[src/rtl/srcmode_pkg.sv]
package srcmode_pkg;
   typedef enum logic [1:0] {
      MODE_REG = 2'd0,
      MODE_IDX = 2'd1,
      MODE_IND = 2'd2,
      MODE_INC = 2'd3
   } amode_t;

   typedef enum logic [1:0] {
      BASE_NONE = 2'd0,
      BASE_REG  = 2'd1,
      BASE_PC   = 2'd2,
      BASE_ZERO = 2'd3
   } base_t;
endpackage

[src/rtl/srcmode_cgen.sv]
module srcmode_cgen #(
   parameter int DATA_W = 16,
   parameter int REG_W  = 4,
   parameter int SR_REG = 2,
   parameter int CG_REG = 3
) (
   input  logic [1:0]        mode,
   input  logic [REG_W-1:0]  rnum,
   input  logic              byte_op,
   output logic              hit,
   output logic [DATA_W-1:0] value
);
   import srcmode_pkg::*;
   localparam logic [REG_W-1:0] SR_R = SR_REG[REG_W-1:0];
   localparam logic [REG_W-1:0] CG_R = CG_REG[REG_W-1:0];
   localparam int BYTE_W = 8;

   logic [DATA_W-1:0] raw;

   always_comb begin
      hit = 1'b0;
      raw = '0;
      if (rnum == CG_R) begin
         hit = 1'b1;
         case (amode_t'(mode))
            MODE_REG: raw = '0;
            MODE_IDX: raw = DATA_W'(1);
            MODE_IND: raw = DATA_W'(2);
            default:  raw = '1;
         endcase
      end else if (rnum == SR_R) begin
         if (amode_t'(mode) == MODE_IND) begin
            hit = 1'b1;
            raw = DATA_W'(4);
         end else if (amode_t'(mode) == MODE_INC) begin
            hit = 1'b1;
            raw = DATA_W'(8);
         end
      end
   end

   for (genvar b = 0; b < DATA_W; b++) begin : g_mask
      if (b < BYTE_W) begin : g_low
         assign value[b] = raw[b];
      end else begin : g_high
         assign value[b] = raw[b] & ~byte_op;
      end
   end
endmodule

[src/rtl/srcmode_addr.sv]
module srcmode_addr #(
   parameter int REG_W   = 4,
   parameter int PC_REG  = 0,
   parameter int SR_REG  = 2,
   parameter bit BYTE_EN = 1'b1
) (
   input  logic             [1:0]       mode,
   input  logic             [REG_W-1:0] rnum,
   input  logic                         byte_op,
   input  logic                         cg_hit,
   output logic                         need_ext,
   output srcmode_pkg::base_t           base,
   output logic                         mem_rd,
   output logic             [1:0]       inc
);
   import srcmode_pkg::*;
   localparam logic [REG_W-1:0] PC_R = PC_REG[REG_W-1:0];
   localparam logic [REG_W-1:0] SR_R = SR_REG[REG_W-1:0];

   logic [1:0] step;

   if (BYTE_EN) begin : g_byte
      assign step = byte_op ? 2'd1 : 2'd2;
   end else begin : g_word
      assign step = 2'd2;
   end

   always_comb begin
      need_ext = 1'b0;
      base     = BASE_NONE;
      mem_rd   = 1'b0;
      inc      = 2'd0;
      if (!cg_hit) begin
         case (amode_t'(mode))
            MODE_REG: ;
            MODE_IDX: begin
               need_ext = 1'b1;
               mem_rd   = 1'b1;
               if (rnum == PC_R)      base = BASE_PC;
               else if (rnum == SR_R) base = BASE_ZERO;
               else                   base = BASE_REG;
            end
            MODE_IND: mem_rd = 1'b1;
            default: begin
               if (rnum == PC_R) begin
                  need_ext = 1'b1;
               end else begin
                  mem_rd = 1'b1;
                  inc    = step;
               end
            end
         endcase
      end
   end
endmodule

[src/rtl/srcmode_incr.sv]
module srcmode_incr #(
   parameter int DATA_W = 16
) (
   input  logic              clk,
   input  logic              rst_n,
   input  logic              valid,
   input  logic [DATA_W-1:0] src_value,
   input  logic [1:0]        inc,
   output logic              wb_en,
   output logic [DATA_W-1:0] wb_data
);
   logic bump;
   assign bump = valid && (inc != 2'd0);

   always_ff @(posedge clk or negedge rst_n) begin
      if (!rst_n) begin
         wb_en   <= 1'b0;
         wb_data <= '0;
      end else begin
         wb_en   <= bump;
         wb_data <= bump ? src_value + DATA_W'(inc) : '0;
      end
   end


   wb_sum_chk: assert property (@(posedge clk) disable iff (!rst_n)
      wb_en |-> wb_data == $past(src_value) + DATA_W'($past(inc)));
endmodule

[src/rtl/srcmode_decoder.sv]
module srcmode_decoder #(
   parameter int DATA_W  = 16,
   parameter int REG_W   = 4,
   parameter int PC_REG  = 0,
   parameter int SR_REG  = 2,
   parameter int CG_REG  = 3,
   parameter bit BYTE_EN = 1'b1
) (
   input  logic              clk,
   input  logic              rst_n,
   input  logic              dec_valid,
   input  logic [1:0]        src_mode,
   input  logic [REG_W-1:0]  src_reg,
   input  logic              byte_op,
   input  logic [DATA_W-1:0] src_value,
   output logic              is_const,
   output logic [DATA_W-1:0] const_val,
   output logic              need_ext,
   output logic [1:0]        base_sel,
   output logic              mem_rd,
   output logic [1:0]        inc_amt,
   output logic              wb_en,
   output logic [DATA_W-1:0] wb_data
);
   import srcmode_pkg::*;

   if (DATA_W < 8) begin : g_bad_width
      $error("DATA_W must be at least 8");
   end
   if (REG_W < 2 || PC_REG >= (1 << REG_W) || SR_REG >= (1 << REG_W) ||
       CG_REG >= (1 << REG_W)) begin : g_bad_reg
      $error("special register numbers must fit in REG_W bits");
   end

   logic              c_hit;
   logic [DATA_W-1:0] c_val;
   logic              a_ext;
   base_t             a_base;
   logic              a_mem;
   logic [1:0]        a_inc;

   srcmode_cgen #(.DATA_W(DATA_W), .REG_W(REG_W), .SR_REG(SR_REG),
                  .CG_REG(CG_REG)) u_cgen (
      .mode(src_mode), .rnum(src_reg), .byte_op(byte_op),
      .hit(c_hit), .value(c_val));

   srcmode_addr #(.REG_W(REG_W), .PC_REG(PC_REG), .SR_REG(SR_REG),
                  .BYTE_EN(BYTE_EN)) u_addr (
      .mode(src_mode), .rnum(src_reg), .byte_op(byte_op), .cg_hit(c_hit),
      .need_ext(a_ext), .base(a_base), .mem_rd(a_mem), .inc(a_inc));

   srcmode_incr #(.DATA_W(DATA_W)) u_incr (
      .clk(clk), .rst_n(rst_n), .valid(dec_valid), .src_value(src_value),
      .inc(a_inc), .wb_en(wb_en), .wb_data(wb_data));

   always_ff @(posedge clk or negedge rst_n) begin
      if (!rst_n) begin
         is_const  <= 1'b0;
         const_val <= '0;
         need_ext  <= 1'b0;
         base_sel  <= 2'd0;
         mem_rd    <= 1'b0;
         inc_amt   <= 2'd0;
      end else if (dec_valid) begin
         is_const  <= c_hit;
         const_val <= c_val;
         need_ext  <= a_ext;
         base_sel  <= a_base;
         mem_rd    <= a_mem;
         inc_amt   <= a_inc;
      end else begin
         is_const  <= 1'b0;
         const_val <= '0;
         need_ext  <= 1'b0;
         base_sel  <= 2'd0;
         mem_rd    <= 1'b0;
         inc_amt   <= 2'd0;
      end
   end


   const_quiet_chk: assert property (@(posedge clk) disable iff (!rst_n)
      is_const |-> !mem_rd && !need_ext && inc_amt == 2'd0 && !wb_en);


   zero_base_chk: assert property (@(posedge clk) disable iff (!rst_n)
      base_sel == 2'd3 |-> need_ext && mem_rd);


   imm_form_chk: assert property (@(posedge clk) disable iff (!rst_n)
      (need_ext && !mem_rd) |-> base_sel == 2'd0 && !is_const && inc_amt == 2'd0);


   idle_clear_chk: assert property (@(posedge clk) disable iff (!rst_n)
      !dec_valid |=> !is_const && !need_ext && !mem_rd && !wb_en && base_sel == 2'd0);


   inc_step_chk: assert property (@(posedge clk) disable iff (!rst_n)
      wb_en |-> inc_amt == ($past(byte_op) ? 2'd1 : 2'd2));
endmodule

[config.mk]
export PLATFORM = sky130hd
export DESIGN_NAME = srcmode_decoder
export DESIGN_NICKNAME = d
export VERILOG_FILES = /design/src/rtl/srcmode_pkg.sv /design/src/rtl/srcmode_cgen.sv /design/src/rtl/srcmode_addr.sv /design/src/rtl/srcmode_incr.sv /design/src/rtl/srcmode_decoder.sv
export SDC_FILE = /design/constraint.sdc
export NUM_CORES = 1
export LEC_CHECK = 0
export ABC_AREA = 1
export ABC_CLOCK_PERIOD_IN_PS = 800
export BUFFER_PORTS_ARGS = -buffer_cell sky130_fd_sc_hd__buf_4
export CORE_MARGIN = 2
export CORE_UTILIZATION = 45
export DETAILED_ROUTE_END_ITERATION = 7
export GPL_TIMING_DRIVEN = 0
export PLACE_DENSITY = 0.81
export SLEW_MARGIN = 20
export SYNTH_ARGS = -nofsm -noshare
export SYNTH_HDL_FRONTEND = slang
export SYNTH_SLANG_ARGS = --single-unit
[constraint.sdc]
create_clock -name clk -period 0.8 [get_ports clk]
set_input_delay 0.12 -clock clk [delete_from_list [all_inputs] [get_ports clk]]
set_output_delay 0.12 -clock clk [all_outputs]
set_load 0.02 [all_outputs]
# After elaboration in Yosys (flattened, before gate mapping)

Cells that the tools add are included.

Flip-flop bits (word level): 40
Bits of input ports: 26
Output and inout bits: 40
Word-level logic and storage cells: 60

Add/subtract/negate cells: 1
Equality and inequality tests: 5
Muxes and demuxes: 30
Bitwise gates (word level): 9
Reductions and logical operators: 7

Operators with widths:

| kind                                          | count |
|---|---|
| two-way mux 16 bit                            | 5 |
| one-hot mux 16 bit (3 select lines)           | 1 |
| two-way mux 2 bit                             | 10 |
| adder 16 x 2 -> 16 bit                        | 1 |
| two-way mux 1 bit                             | 11 |
| bitwise AND 1 bit                             | 8 |
| == test 4 x 2 -> 1 bit, second input constant | 2 |
| == test 2 bit, second input constant          | 2 |
| zero test 4 bit                               | 1 |
| two-way mux 4 bit                             | 1 |
| one-hot mux 1 bit (2 select lines)            | 2 |
| OR reduction 2 bit                            | 2 |
| OR reduction 3 bit                            | 1 |
| == test 2 x 1 -> 1 bit, second input constant | 1 |
| zero test 2 bit                               | 1 |
| nonzero test 2 bit                            | 1 |
| logical AND 1 bit                             | 1 |
| inverter 1 bit                                | 1 |

# Logic depth before layout (Yosys ltp)

Gate-level depths: netlist (run 1).

Word-level depth: 9
Gate-level depth with buffers: 18
Mapped depth without buffers: 18

# By module

From an unflattened synthesis (run 1), not the netlist that was laid out.

Cells, all modules: 248
Area total of the unflattened synthesis: 2,030.7 um^2

Modules (own cells, without submodules):

| module          | instances | cells each | area each (um^2) | sequential area each (um^2) |
|---|---|---|---|---|
| srcmode_incr    | 1         | 121        | 937.1            | 425.4 |
| srcmode_decoder | 1         | 71         | 770.7            | 575.6 |
| srcmode_cgen    | 1         | 32         | 175.2            | 0.0 |
| srcmode_addr    | 1         | 24         | 147.6            | 0.0 |

# Worst setup path before layout (run 1)

Ideal clock, no wire load.

Kind: in2reg
Start point: input port src_mode[0]
End point: register u_incr.wb_data[10]
Library setup time: 0.120 ns
Arrival: 1.626 ns
Required time: 0.680 ns
Path slack: -0.946 ns
Stages: 15
Path buffers: 0
Path through: ha_1 -> nor2_2 -> nand2_1 -> nand2_4 -> nand4_1 -> inv_1 -> ha_1 -> ha_1 -> inv_1 -> nand2_4 -> nand2_2 -> inv_2 -> nand2_1 -> o21ai_1 -> a21oi_1

Cells in the longest elaborated chain, start to end: 9
Elaborated cells on any way between the ends: 15
Those cells by class: add/sub: 1; eq/ne: 3; mux: 7; reduce/logical: 4

Ends and longest elaborated chain:

| what                                                                           | line                  | RTL |
|---|---|---|
| start, declared                                                                | srcmode_decoder.sv:12 | `input logic [1:0] src_mode,` |
| == test 2 bit                                                                  | srcmode_cgen.sv:35    | `end else if (amode_t'(mode) == MODE_INC) begin` |
| two-way mux 1 bit                                                              | srcmode_cgen.sv:35    |  |
| two-way mux 1 bit                                                              | srcmode_cgen.sv:32    | `if (amode_t'(mode) == MODE_IND) begin` |
| two-way mux 1 bit                                                              | srcmode_cgen.sv:31    | `end else if (rnum == SR_R) begin` |
| two-way mux 1 bit                                                              | srcmode_cgen.sv:23    | `if (rnum == CG_R) begin` |
| two-way mux 2 bit (*)                                                          | srcmode_addr.sv:33    | `if (!cg_hit) begin` |
| parallel branches: the longest is 2 deep, another holds adder 16 x 2 -> 16 bit | n/a                   |  |
| two-way mux 16 bit (*)                                                         | srcmode_incr.sv:21    | `wb_data <= bump ? src_value + DATA_W'(inc) : '0;` |
| end signal, assigned                                                           | srcmode_incr.sv:21    |  |
| end, declared                                                                  | srcmode_incr.sv:10    | `output logic [DATA_W-1:0] wb_data` |

Mark *: on every way between the ends.

# Worst setup path after layout (run 1)

Start point: input port src_mode[0]
End point: register u_incr.wb_data[12]

Same word-level chain as after synthesis.

==> impl_metrics.prom, run 1 <==
# TYPE chip_impl_metric gauge
chip_impl_info{name="status",value="complete, but fails checks"} 1
chip_impl_info{name="failed_checks",value="negative hold slack, negative setup slack"} 1
chip_impl_metric{name="synth-warning-count",unit=""} 0
chip_impl_metric{name="floorplan.die_area",unit="um^2"} 4100
chip_impl_metric{name="grt-ovfl-total",unit=""} 0
chip_impl_metric{name="number_of_setup_violations_in_the_final_report",unit=""} 59
chip_impl_metric{name="numClockSinks",unit=""} 30
chip_impl_metric{name="nNetsFinal",unit=""} 325
chip_impl_metric{name="synthCells",unit=""} 195
chip_impl_metric{name="synth_area_per_cell",unit="um^2"} 8.31
chip_impl_metric{name="critPathMaxStageDelay",unit="ps"} 210
chip_impl_metric{name="syn_nets",unit=""} 227
chip_impl_metric{name="design.core.area",unit="um^2"} 3390
chip_impl_metric{name="number_of_hold_buffers_added_after_cts",unit=""} 4
chip_impl_metric{name="multi_input_comb_area",unit="um^2"} 860
chip_impl_metric{name="timing.hold.ws",unit="ps"} -54.7
chip_impl_metric{name="drv_cap",unit=""} 0
chip_impl_metric{name="finalCritPeriodShare",unit="%"} 205
chip_impl_info{name="timing.critical_path.cells",value="buf_12, inv_8, ha_4, nor2_4, nand2_2, nand2_4, nand4_1, inv_2, ha_4, ha_4, inv_2, nand2_4, nand2_4, inv_6, nand2_4, xor2_2, nor2_1"} 1
chip_impl_info{name="synthDominantAreaCellType",value="dfrtp_1"} 1
chip_impl_metric{name="power_leakage",unit="nW"} 1.52
chip_impl_info{name="clockRootBuffer",value="clkbuf_4"} 1
chip_impl_metric{name="detail_route.wl_per_cell",unit="um"} 18.9
chip_impl_info{name="setup.worst_path.start_class",value="input port"} 1
chip_impl_metric{name="met3_length",unit="um"} 679
chip_impl_metric{name="drt_drc_violations_left",unit=""} 0
chip_impl_info{name="unrepaired_setup_endpoints_after_global_routing",value="true"} 1
chip_impl_metric{name="n_fill_cell",unit=""} 129
chip_impl_metric{name="worstMarginPinSlew",unit="ps"} 459
chip_impl_metric{name="synth_top_area_share",unit="%"} 46.3
chip_impl_info{name="tritoncts",value="built"} 1
chip_impl_metric{name="netlist_area",unit="um^2"} 1620
chip_impl_info{name="endpoint_kind",value="flip-flop"} 1
chip_impl_metric{name="start_util",unit="%"} 47.8
chip_impl_metric{name="synth_seq_area_share",unit="%"} 46.3
chip_impl_metric{name="cts_htree_levels",unit=""} 2
chip_impl_metric{name="critPathArrivalTime",unit="ps"} 1860
chip_impl_metric{name="power_per_cell_area",unit="nW/um^2"} 1170
chip_impl_metric{name="vias",unit=""} 1875
chip_impl_metric{name="route.layer.met1.wl",unit="mm"} 2.28
chip_impl_metric{name="num_cts_buffers",unit=""} 5
chip_impl_metric{name="die-height",unit="um"} 64.0
chip_impl_metric{name="dieWidth",unit="um"} 64.0
chip_impl_metric{name="place.gp.congestion",unit=""} 0.887
chip_impl_metric{name="finalHoldViolCount",unit=""} 1
chip_impl_metric{name="grt_pass1_wl",unit="mm"} 8.70
chip_impl_metric{name="viasPerCell",unit=""} 5.50
chip_impl_metric{name="clock_path_buffers",unit=""} 2
chip_impl_metric{name="final_period_minus_worst_setup_slack",unit="ps"} 1640
chip_impl_metric{name="synth_edf_count",unit=""} 0
chip_impl_metric{name="timing.critical_path.fanout_max",unit=""} 4
chip_impl_metric{name="detailedRoute.firstIterationViolations",unit=""} 181
chip_impl_metric{name="std_cell_rows",unit=""} 21
chip_impl_metric{name="report.final.slew_viol_count",unit=""} 0
chip_impl_metric{name="dr.pass1.iters",unit=""} 5
chip_impl_metric{name="relSlewSlack",unit="%"} 69.3
chip_impl_metric{name="drive_above_1_share",unit="%"} 55.4
chip_impl_metric{name="detailed_place_hpwl",unit="mm"} 2.95
chip_impl_metric{name="globalRouteTotalUtil",unit="%"} 28.3
chip_impl_metric{name="post-layout-total-power",unit="mW"} 3.38
chip_impl_metric{name="syn_to_final_growth",unit="%"} 77.9
chip_impl_metric{name="fin_tns_setup",unit="ps"} -23020
chip_impl_metric{name="required",unit="ps"} 1020
chip_impl_metric{name="number_of_antenna_violations_at_the_first_check_in_global_routing",unit=""} 1
chip_impl_metric{name="number_of_routed_nets_with_antenna_violations",unit=""} 0
chip_impl_metric{name="drt_wl_total",unit="mm"} 6.45
chip_impl_metric{name="postLayoutSetupSlackWorst",unit="ps"} -842
chip_impl_info{name="highest_layer",value="met4"} 1
chip_impl_info{name="slowest_library_cell_on_the_worst_path",value="xor2_2"} 1
chip_impl_metric{name="preCtsSetupSlack",unit="ps"} -1260
chip_impl_metric{name="placement.io_buffers",unit=""} 65
chip_impl_info{name="worst_hold_class",value="in2reg"} 1
chip_impl_metric{name="pin_count_of_the_biggest_net_entering_global_routing",unit=""} 31
chip_impl_metric{name="ys_seq_elements",unit=""} 30
chip_impl_metric{name="detailroute.wirelength.met2",unit="mm"} 3.19
chip_impl_metric{name="fmax",unit="MHz"} 609
chip_impl_metric{name="synth-async-reset-ratio",unit="%"} 100
chip_impl_info{name="synth_flop_cell",value="dfrtp_1"} 1
chip_impl_info{name="critical_path.most_common_cell",value="nand2_4"} 1
chip_impl_metric{name="cts_clock_pin_slew_for_the_worst_setup_and_hold_paths",unit="ps"} 110
chip_impl_metric{name="synth_cell_type_count",unit=""} 24
chip_impl_metric{name="vdd_drop_max",unit="mV"} 0.594
chip_impl_metric{name="io-pin-count",unit=""} 66
chip_impl_metric{name="number_of_global_route_vias_before_repair",unit=""} 1732
chip_impl_info{name="yosys-top-cells-area",value="dfrtp_1 46%, nand2_1 7.6%, nor2_1 7.2%, inv_1 6.7%, buf_4 4.6%"} 1
chip_impl_info{name="critPathKind",value="in2reg"} 1
chip_impl_metric{name="layout.area.seq",unit="um^2"} 753
## what timing repair did
action                                  4_1_cts  5_1_grt
endpoints found under the setup margin       59       60
setup buffers                                13        9
hold endpoints to repair                     34        1
resized for setup                            78       19
pin swaps                                    23       14
gates cloned                                  0        1
## stage by stage
| step | std cells | util, % | hold WS [ps] | instance area (um^2) |
|---|---|---|---|---|
| after detailed placement | 306 | 66.4 | 65.8 | 2250 |
| after floorplan | 195 | - | -176 | 1700 |
| final | 341 | 85.0 | -54.7 | 2880 |
| after CTS | 331 | 81.0 | -49.7 | 2740 |
| after global routing | 340 | 85.0 | -58.9 | 2880 |
| after global placement | 306 | 66.4 | 63.6 | 2250 |
## kinds of logic (layout without fill, tap and decap cells)
kind of cell / after synthesis / count (layout) / share of synthesized area (%)
simple gates: 101 / 101 / 30.4
compound gates: 15 / 15 / 5.87
buf+inv: 42 / 141 / 12.2
flops: 30 / 30 / 46.3
other cells: 0 / 1 / 0
fa+ha+maj: 6 / 6 / 4.63
xor+xnor: 1 / 1 / 0.541
## per-layer routing
layer / track usage (%) / vias up
li1: - / 795
met1: 32.5 / 877
met2: 49.9 / 163
met3: 5.63 / 40
met4: 14.1 / 0
met5: 0 / -
## worst paths after layout
check	depth (start not counted)	endpoint	startpoint	slack [ps]
max	17	u_incr.wb_data[12]$_DFF_PN0_	src_mode[0]	-840
min	2	base_sel[1]$_DFF_PN0_	src_reg[0]	-50
max in group asynchronous	2	u_incr.wb_data[1]$_DFF_PN0_	rst_n	250
min in group asynchronous	2	inc_amt[0]$_DFF_PN0_	rst_n	220
## sequential cells by signal, indices dropped and copies added, names as in the netlist
signal          cells
base_sel            2
const_val           6
inc_amt             2
is_const            1
mem_rd              1
need_ext            1
u_incr.wb_data     16
u_incr.wb_en        1
## layout by cell type (no fill, tap or decap), types with 5 or more instances in the layout
master	instances
nand2_4	6
inv_2	5
nand2_1	24
nand4_1	7
buf_4	37
inv_1	23
nand2_2	12
nand3_1	7
buf_6	55
dfrtp_1	28
nor2_1	25
nor2_4	9
clkbuf_4	5
## report_power, final
part	total [mW]	internal, mW	switching [mW]
Clock	0.962	0.335	0.627
Combinational	0.838	0.368	0.470
Sequential	1.59	1.56	0.0259
## cell usage after synthesis, types with 4 or more instances
| master | n |
|---|---|
| nand2_2 | 7 |
| inv_1 | 29 |
| nand4_1 | 7 |
| a21oi_1 | 5 |
| nand3_1 | 8 |
| nand2_1 | 33 |
| nor3_1 | 4 |
| dfrtp_1 | 30 |
| nor2_1 | 31 |
| buf_4 | 10 |
| o21ai_1 | 6 |
| ha_1 | 6 |
## cell type report
cell class / instances / share of cell area (%)
tap: 46 / 2.00
sequential: 30 / 26.1
clock inverter: 2 / 0.347
multi-input combinational: 123 / 29.8
clock buffer: 6 / 1.43
antenna: 1 / 0.0868
inverter: 32 / 4.86
timing repair buffer: 90 / 31.2
timing repair inverter: 1 / 0.217
buffer: 10 / 3.91
## critical path: cells and delay by family
family        cells  cell delay, ps
simple gates      8             700
fa+ha+maj         3             430
buf+inv           5             390
xor+xnor          1             210
No activity file was read; power rests on OpenSTA's default activity.
==> run 2, diff against run 1 <==
--- a/config.mk
+++ b/config.mk
@@ -8,12 +8,14 @@
 export ABC_AREA = 1
 export ABC_CLOCK_PERIOD_IN_PS = 800
 export BUFFER_PORTS_ARGS = -buffer_cell sky130_fd_sc_hd__buf_4
+export CORE_ASPECT_RATIO = 0.6
 export CORE_MARGIN = 2
 export CORE_UTILIZATION = 45
 export DETAILED_ROUTE_END_ITERATION = 7
 export GPL_TIMING_DRIVEN = 0
-export PLACE_DENSITY = 0.81
+export PLACE_DENSITY = 0.78
 export SLEW_MARGIN = 20
 export SYNTH_ARGS = -nofsm -noshare
 export SYNTH_HDL_FRONTEND = slang
+export SYNTH_HIERARCHICAL = 1
 export SYNTH_SLANG_ARGS = --single-unit
==> impl_metrics.prom, run 2 <==
# TYPE chip_impl_metric gauge
chip_impl_info{name="worst_hold_class",value="in2reg"} 1
chip_impl_metric{name="number_of_routed_nets_with_antenna_violations",unit=""} 0
chip_impl_metric{name="synth_cell_type_count",unit=""} 25
chip_impl_metric{name="viasPerCell",unit=""} 4.69
chip_impl_metric{name="floorplan.die_area",unit="um^2"} 5080
chip_impl_metric{name="power_leakage",unit="nW"} 1.82
chip_impl_metric{name="cts_htree_levels",unit=""} 2
chip_impl_metric{name="synthCells",unit=""} 248
chip_impl_info{name="synthDominantAreaCellType",value="dfrtp_1"} 1
chip_impl_metric{name="numClockSinks",unit=""} 40
chip_impl_info{name="timing.critical_path.to",value="u_incr/wb_data[8]$_DFF_PN0_"} 1
chip_impl_metric{name="synth-async-reset-ratio",unit="%"} 100
chip_impl_info{name="setup.worst_path.start_class",value="input port"} 1
chip_impl_metric{name="grt-ovfl-total",unit=""} 0
chip_impl_info{name="yosys-top-cells-area",value="dfrtp_1 49%, nand2_1 12%, inv_1 8.5%, nor2_1 6.5%, buf_4 4.1%"} 1
chip_impl_metric{name="detailed_place_hpwl",unit="mm"} 3.41
chip_impl_metric{name="vdd_drop_max",unit="mV"} 0.842
chip_impl_metric{name="preCtsSetupSlack",unit="ps"} -1120
chip_impl_metric{name="timing.critical_path.fanout_max",unit=""} 8
chip_impl_metric{name="design.core.area",unit="um^2"} 4210
chip_impl_info{name="synth_flop_cell",value="dfrtp_1"} 1
chip_impl_metric{name="syn_nets",unit=""} 280
chip_impl_metric{name="vias",unit=""} 1870
chip_impl_metric{name="synth_top_area_share",unit="%"} 49.3
chip_impl_metric{name="drt_wl_total",unit="mm"} 5.59
chip_impl_info{name="critical_path.startpoint",value="src_reg[2]"} 1
chip_impl_metric{name="number_of_antenna_violations_at_the_first_check_in_global_routing",unit=""} 0
chip_impl_metric{name="dieWidth",unit="um"} 90.7
chip_impl_metric{name="finalCritPeriodShare",unit="%"} 198
chip_impl_metric{name="postLayoutSetupSlackWorst",unit="ps"} -787
chip_impl_metric{name="required",unit="ps"} 980
chip_impl_info{name="failed_checks",value="negative setup slack"} 1
chip_impl_metric{name="power_per_cell_area",unit="nW/um^2"} 1370
chip_impl_metric{name="placement.io_buffers",unit=""} 65
chip_impl_metric{name="relSlewSlack",unit="%"} 66.8
chip_impl_metric{name="die-height",unit="um"} 56.0
chip_impl_metric{name="netlist_area",unit="um^2"} 2030
chip_impl_info{name="tritoncts",value="built"} 1
chip_impl_metric{name="finalHoldViolCount",unit=""} 0
chip_impl_metric{name="std_cell_rows",unit=""} 18
chip_impl_metric{name="place.gp.congestion",unit=""} 0.846
chip_impl_metric{name="number_of_setup_violations_in_the_final_report",unit=""} 68
chip_impl_info{name="critPathKind",value="in2reg"} 1
chip_impl_metric{name="clock_path_buffers",unit=""} 2
chip_impl_info{name="endpoint_kind",value="flip-flop"} 1
chip_impl_metric{name="detailedRoute.firstIterationViolations",unit=""} 74
chip_impl_metric{name="nNetsFinal",unit=""} 370
chip_impl_metric{name="drv_cap",unit=""} 0
chip_impl_metric{name="grt_pass1_wl",unit="mm"} 8.55
chip_impl_info{name="layout_top_registers",value="const_val: 16 flops, u_incr/wb_data: 16 flops"} 1
chip_impl_metric{name="synth_area_per_cell",unit="um^2"} 8.19
chip_impl_metric{name="num_antenna_cells",unit=""} 0
chip_impl_metric{name="worstHoldPathCells",unit=""} 2
chip_impl_metric{name="io-pin-count",unit=""} 66
chip_impl_metric{name="finish.instance_area",unit="um^2"} 3300
chip_impl_metric{name="syn_to_final_growth",unit="%"} 62.4
chip_impl_info{name="unrepaired_setup_endpoints_after_global_routing",value="true"} 1
chip_impl_metric{name="detail_route.wl_per_cell",unit="um"} 14.0
chip_impl_metric{name="report.final.slew_viol_count",unit=""} 0
chip_impl_metric{name="pin_count_of_the_biggest_net_entering_global_routing",unit=""} 41
chip_impl_info{name="final_cell_mix",value="54 x buf_6, 53 x nand2_1, 42 x inv_1, 40 x dfrtp_1, 38 x buf_4"} 1
chip_impl_metric{name="ys_seq_elements",unit=""} 40
chip_impl_info{name="clockRootBuffer",value="clkbuf_8"} 1
chip_impl_info{name="hp-start",value="src_value[5]"} 1
chip_impl_info{name="yosys.cell_count.top_type",value="nand2_1"} 1
chip_impl_metric{name="dr.pass1.iters",unit=""} 4
chip_impl_metric{name="worstMarginPinSlew",unit="ps"} 498
chip_impl_info{name="status",value="complete, but fails checks"} 1
chip_impl_metric{name="final_core_utilization",unit="%"} 78.3
chip_impl_metric{name="drive_above_1_share",unit="%"} 47.5
chip_impl_metric{name="synth_seq_area_share",unit="%"} 49.3
chip_impl_metric{name="globalRouteTotalUtil",unit="%"} 21.7
chip_impl_metric{name="synth-warning-count",unit=""} 6
chip_impl_metric{name="number_of_global_route_vias_before_repair",unit=""} 1755
chip_impl_metric{name="drt_drc_violations_left",unit=""} 0
chip_impl_metric{name="fmax",unit="MHz"} 630
chip_impl_metric{name="cts_clock_pin_slew_for_the_worst_setup_and_hold_paths",unit="ps"} 80
chip_impl_metric{name="final_period_minus_worst_setup_slack",unit="ps"} 1590
chip_impl_metric{name="num_cts_buffers",unit=""} 5
chip_impl_metric{name="start_util",unit="%"} 48.2
chip_impl_metric{name="critPathArrivalTime",unit="ps"} 1760
chip_impl_metric{name="placement_stage_cell_area",unit="um^2"} 2650
chip_impl_info{name="synth_top_cells_by_count",value="63 x nand2_1, 46 x inv_1, 40 x dfrtp_1"} 1
chip_impl_info{name="layout_commonest_cell",value="buf_6"} 1
chip_impl_metric{name="synth_edf_count",unit=""} 0
run 2: cell count changes in the layout (fill, tap and decap cells not counted), moves of 4 or more:
| cell | change |
|---|---|
| nand2_1 | +29 |
| dfrtp_1 | +12 |
| clkbuf_4 | -5 |
| clkbuf_8 | +5 |
| nor2_4 | +4 |
| inv_1 | +19 |
| nand4_1 | -6 |
run 2: area by class of cell:
type / count / area, um^2
buffer: 13 / 131
clock buffer: 5 / 68.8
clock inverter: 3 / 42.5
fill: 282 / 913
inverter: 48 / 183
multi-input combinational: 147 / 970
sequential: 40 / 1000
tap: 60 / 75.1
timing repair buffer: 83 / 827
run 2: worst min path at each step:
stage / to / slack [ps]
finish: u_incr/wb_data[5]$_DFF_PN0_ / 70
global route: u_incr/wb_data[5]$_DFF_PN0_ / 70
CTS: u_incr/wb_data[5]$_DFF_PN0_ / 60
detailed placement: const_val[4]$_DFF_PN0_ / 130
global placement: const_val[7]$_DFF_PN0_ / 120
floorplan: base_sel[0]$_DFF_PN0_ / -180
run 2: layer usage:
metal  vias to the layer above  GRT usage (%)  share of wire [%]
met5                         -              0                  0
met4                         0           4.84               0.41
li1                        903              -                  -
met3                         2           4.88                6.1
met1                       893           28.8                 44
met2                        72           36.6                 49
run 2: cells by family after synthesis:
group,after synthesis,share of synthesized area (%)
AOI/OAI and AO/OA,14,4.13
xor gates and xnor gates,1,0.431
adders and majority gates,6,4.07
buffers and inverters,61,14.0
DFF,40,49.3
and+or+nand+nor,126,28.0
run 2: critical path, stage by stage:
cell	delay, ps
buf_8	100
nor2_4	120
nand2_2	90
nor2_4	150
inv_2	80
nand3_4	70
nor2_4	50
ha_4	160
fa_2	390
nand2_4	110
nor2_4	70
a21oi_1	180
nor2_1	70
run 2: per-stage QoR:
step | std cells | hold slack (ps) | power (mW) | setup TNS [ps]
after floorplan | 248 | -176 | 2.42 | -11270
after global placement | 373 | 125 | 2.72 | -19250
after detailed placement | 373 | 128 | 2.73 | -20780
after CTS | 394 | 60.9 | 4.49 | -14370
after global routing | 399 | 68.6 | 4.73 | -18090
final | 399 | 70.3 | 4.53 | -16090
run 2: what timing repair did:
item / in CTS / in global routing
cloned: 0 / 1
pin swaps: 26 / 14
setup buffers: 12 / 6
resized for setup: 67 / 32
setup endpoints to repair: 58 / 69
hold endpoints to repair: 40 / 0
hold buffers: 1 / 0
run 2: where the power goes:
part	total, mW	switching (mW)	leakage (nW)	internal (mW)
clock	1.64	0.719	0.0541	0.923
combinational	0.804	0.442	1.22	0.362
sequential	2.09	0.0225	0.552	2.06
==> run 3, diff against run 2 <==
--- a/config.mk
+++ b/config.mk
@@ -12,7 +12,6 @@
 export CORE_MARGIN = 2
 export CORE_UTILIZATION = 45
 export DETAILED_ROUTE_END_ITERATION = 7
-export GPL_TIMING_DRIVEN = 0
 export PLACE_DENSITY = 0.78
 export SLEW_MARGIN = 20
 export SYNTH_ARGS = -nofsm -noshare
==> impl_metrics.prom, run 3 (synthesis gave the netlist of run 2 again) <==
# TYPE chip_impl_metric gauge
chip_impl_metric{name="power_per_cell_area",unit="nW/um^2"} 1290
chip_impl_metric{name="final_core_utilization",unit="%"} 78.8
chip_impl_metric{name="io-pin-count",unit=""} 66
chip_impl_metric{name="num_cts_buffers",unit=""} 5
chip_impl_metric{name="globalRouteTotalUtil",unit="%"} 23.7
chip_impl_metric{name="number_of_setup_violations_in_the_final_report",unit=""} 61
chip_impl_metric{name="die-height",unit="um"} 56.0
chip_impl_metric{name="power_leakage",unit="nW"} 1.86
chip_impl_metric{name="detailedRoute.firstIterationViolations",unit=""} 113
chip_impl_metric{name="vdd_drop_max",unit="mV"} 1.02
chip_impl_metric{name="layout.area.seq",unit="um^2"} 1000
chip_impl_metric{name="number_of_routed_nets_with_antenna_violations",unit=""} 0
chip_impl_metric{name="std_cell_rows",unit=""} 18
chip_impl_info{name="critPathKind",value="in2reg"} 1
chip_impl_metric{name="nNetsFinal",unit=""} 382
chip_impl_metric{name="num_antenna_cells",unit=""} 0
chip_impl_metric{name="drv_cap",unit=""} 0
chip_impl_metric{name="dr.pass1.iters",unit=""} 5
chip_impl_metric{name="final_period_minus_worst_setup_slack",unit="ps"} 1450
chip_impl_metric{name="viasPerCell",unit=""} 4.66
chip_impl_metric{name="vias",unit=""} 1911
chip_impl_metric{name="drt_drc_violations_left",unit=""} 0
chip_impl_info{name="setup.worst_path.start_class",value="input port"} 1
chip_impl_metric{name="worstMarginPinSlew",unit="ps"} 224
chip_impl_info{name="final_cell_mix",value="56 x nand2_1, 52 x buf_4, 52 x buf_6, 42 x inv_1, 40 x dfrtp_1"} 1
chip_impl_metric{name="number_of_antenna_violations_at_the_first_check_in_global_routing",unit=""} 0
chip_impl_metric{name="start_util",unit="%"} 48.2
chip_impl_metric{name="syn_to_final_growth",unit="%"} 63.3
chip_impl_metric{name="dieWidth",unit="um"} 90.7
chip_impl_metric{name="cts_htree_levels",unit=""} 2
chip_impl_metric{name="multi_input_comb_area",unit="um^2"} 941
chip_impl_metric{name="fin_tns_setup",unit="ps"} -15990
chip_impl_metric{name="required",unit="ps"} 990
chip_impl_metric{name="power_report.internal_total",unit="mW"} 3.08
chip_impl_metric{name="relSlewSlack",unit="%"} 85.0
chip_impl_metric{name="detailed_place_hpwl",unit="mm"} 3.60
chip_impl_metric{name="grt_pass1_wl",unit="mm"} 9.29
chip_impl_metric{name="floorplan.die_area",unit="um^2"} 5080
chip_impl_metric{name="finalCritPeriodShare",unit="%"} 182
chip_impl_metric{name="postLayoutSetupSlackWorst",unit="ps"} -654
chip_impl_metric{name="drt_wl_total",unit="mm"} 5.70
chip_impl_info{name="layout_top_registers",value="const_val: 16 flops, u_incr/wb_data: 16 flops"} 1
chip_impl_metric{name="sw_frac_of_total",unit="%"} 27.8
chip_impl_info{name="status",value="complete, but fails checks"} 1
chip_impl_info{name="worst_hold_class",value="in2reg"} 1
chip_impl_metric{name="design.core.area",unit="um^2"} 4210
chip_impl_metric{name="grt_util_met3",unit="%"} 5.01
chip_impl_metric{name="finalHoldViolCount",unit=""} 0
chip_impl_metric{name="n_fill_cell",unit=""} 276
chip_impl_metric{name="clockPowerShare",unit="%"} 30.4
chip_impl_metric{name="cts_clock_pin_slew_for_the_worst_setup_and_hold_paths",unit="ps"} 80
chip_impl_info{name="unrepaired_setup_endpoints_after_global_routing",value="true"} 1
chip_impl_metric{name="fmax",unit="MHz"} 688
chip_impl_info{name="tritoncts",value="built"} 1
chip_impl_info{name="global_route.peak_usage_layer",value="met2"} 1
chip_impl_info{name="layout_commonest_cell",value="nand2_1"} 1
chip_impl_metric{name="critPathArrivalTime",unit="ps"} 1640
chip_impl_metric{name="timing.critical_path.fanout_max",unit=""} 8
chip_impl_metric{name="sequentialPowerShare",unit="%"} 48.9
chip_impl_metric{name="share_comb_of_total_power",unit="%"} 20.7
chip_impl_metric{name="clock_path_buffers",unit=""} 2
chip_impl_metric{name="grt.met2_usage",unit="%"} 39.0
chip_impl_metric{name="numClockSinks",unit=""} 40
chip_impl_info{name="endpoint_kind",value="flip-flop"} 1
chip_impl_metric{name="pin_count_of_the_biggest_net_entering_global_routing",unit=""} 35
chip_impl_metric{name="grt-ovfl-total",unit=""} 0
chip_impl_info{name="failed_checks",value="negative setup slack"} 1
chip_impl_metric{name="net-switching-power",unit="mW"} 1.19
chip_impl_metric{name="detail_route.wl_per_cell",unit="um"} 13.9
chip_impl_metric{name="number_of_global_route_vias_before_repair",unit=""} 1935
chip_impl_metric{name="finish.instance_area",unit="um^2"} 3320
chip_impl_metric{name="report.final.slew_viol_count",unit=""} 0
chip_impl_metric{name="placement.io_buffers",unit=""} 65
chip_impl_metric{name="placement_stage_cell_area",unit="um^2"} 2800
chip_impl_info{name="clockRootBuffer",value="clkbuf_8"} 1
chip_impl_metric{name="grt_util_met1",unit="%"} 31.2
chip_impl_metric{name="drive_above_1_share",unit="%"} 48.3
chip_impl_metric{name="place.gp.congestion",unit=""} 0.881
-- run 3: repair_timing --
action                                  4_1_cts  5_1_grt
hold buffers                                  1        0
pin swaps                                    23        7
buffers inserted                             10        2
endpoints found under the setup margin       58       69
hold endpoints to repair                     40        0
gates cloned                                  0        0
resized for setup                            74       16
-- run 3: worst max-delay path, stage by stage --
cell and delay [ps]:
buf_8 100, nor2_4 110, nand2_2 90, nor2_4 120, inv_2 50, nand3_2 70, nor2_4 50, ha_4 160
fa_2 370, nand2_4 100, nor2_4 60, a21oi_2 160, nor2_1 60
-- run 3: cell type report --
type	instances	area share (%)
Timing Repair Buffer	108	31.2
Tap cell	60	2.26
Clock buffer	5	2.07
Inverter	48	5.51
Multi-Input combinational cell	147	28.4
Sequential cell	40	30.2
Clock inverter	2	0.377
-- run 3: per-stage QoR --
step                      cells  power, mW  setup WS, ps  hold WS [ps]
after global routing        410       4.46          -710          76.7
final                       410       4.27          -654          70.1
after floorplan             248       2.42          -795          -176
after CTS                   410       4.24          -588          64.7
after detailed placement    392       2.83         -1010         -56.2
after global placement      392       2.82          -908         -58.8
-- run 3: final timing paths --
kind | startpoint | end | slack (ps) | cells after the start
min | src_value[15] | u_incr/wb_data[15]$_DFF_PN0_ | 70 | 3
min in group asynchronous | rst_n | const_val[4]$_DFF_PN0_ | 170 | 2
max in group asynchronous | rst_n | need_ext$_DFF_PN0_ | 250 | 3
max | src_reg[2] | u_incr/wb_data[8]$_DFF_PN0_ | -650 | 13
-- run 3: per-layer routing --
layer | routed length [um] | share of wire [%] | up-vias
li1 | - | - | 925
met1 | 2420 | 42 | 885
met2 | 2730 | 48 | 92
met3 | 462 | 8.1 | 9
met4 | 90 | 1.6 | 0
met5 | 0 | 0 | -
-- run 3: power by group through the flow --
| stage | Combinational, mW | Sequential, mW | Clock (mW) |
|---|---|---|---|
| final | 0.885 | 2.09 | 1.30 |
| after global routing | 0.957 | 2.09 | 1.41 |
| after CTS | 0.832 | 2.09 | 1.32 |
| after detailed placement | 0.713 | 2.12 | 0 |
| after global placement | 0.698 | 2.12 | 0 |
| after floorplan | 0.247 | 2.17 | 0 |
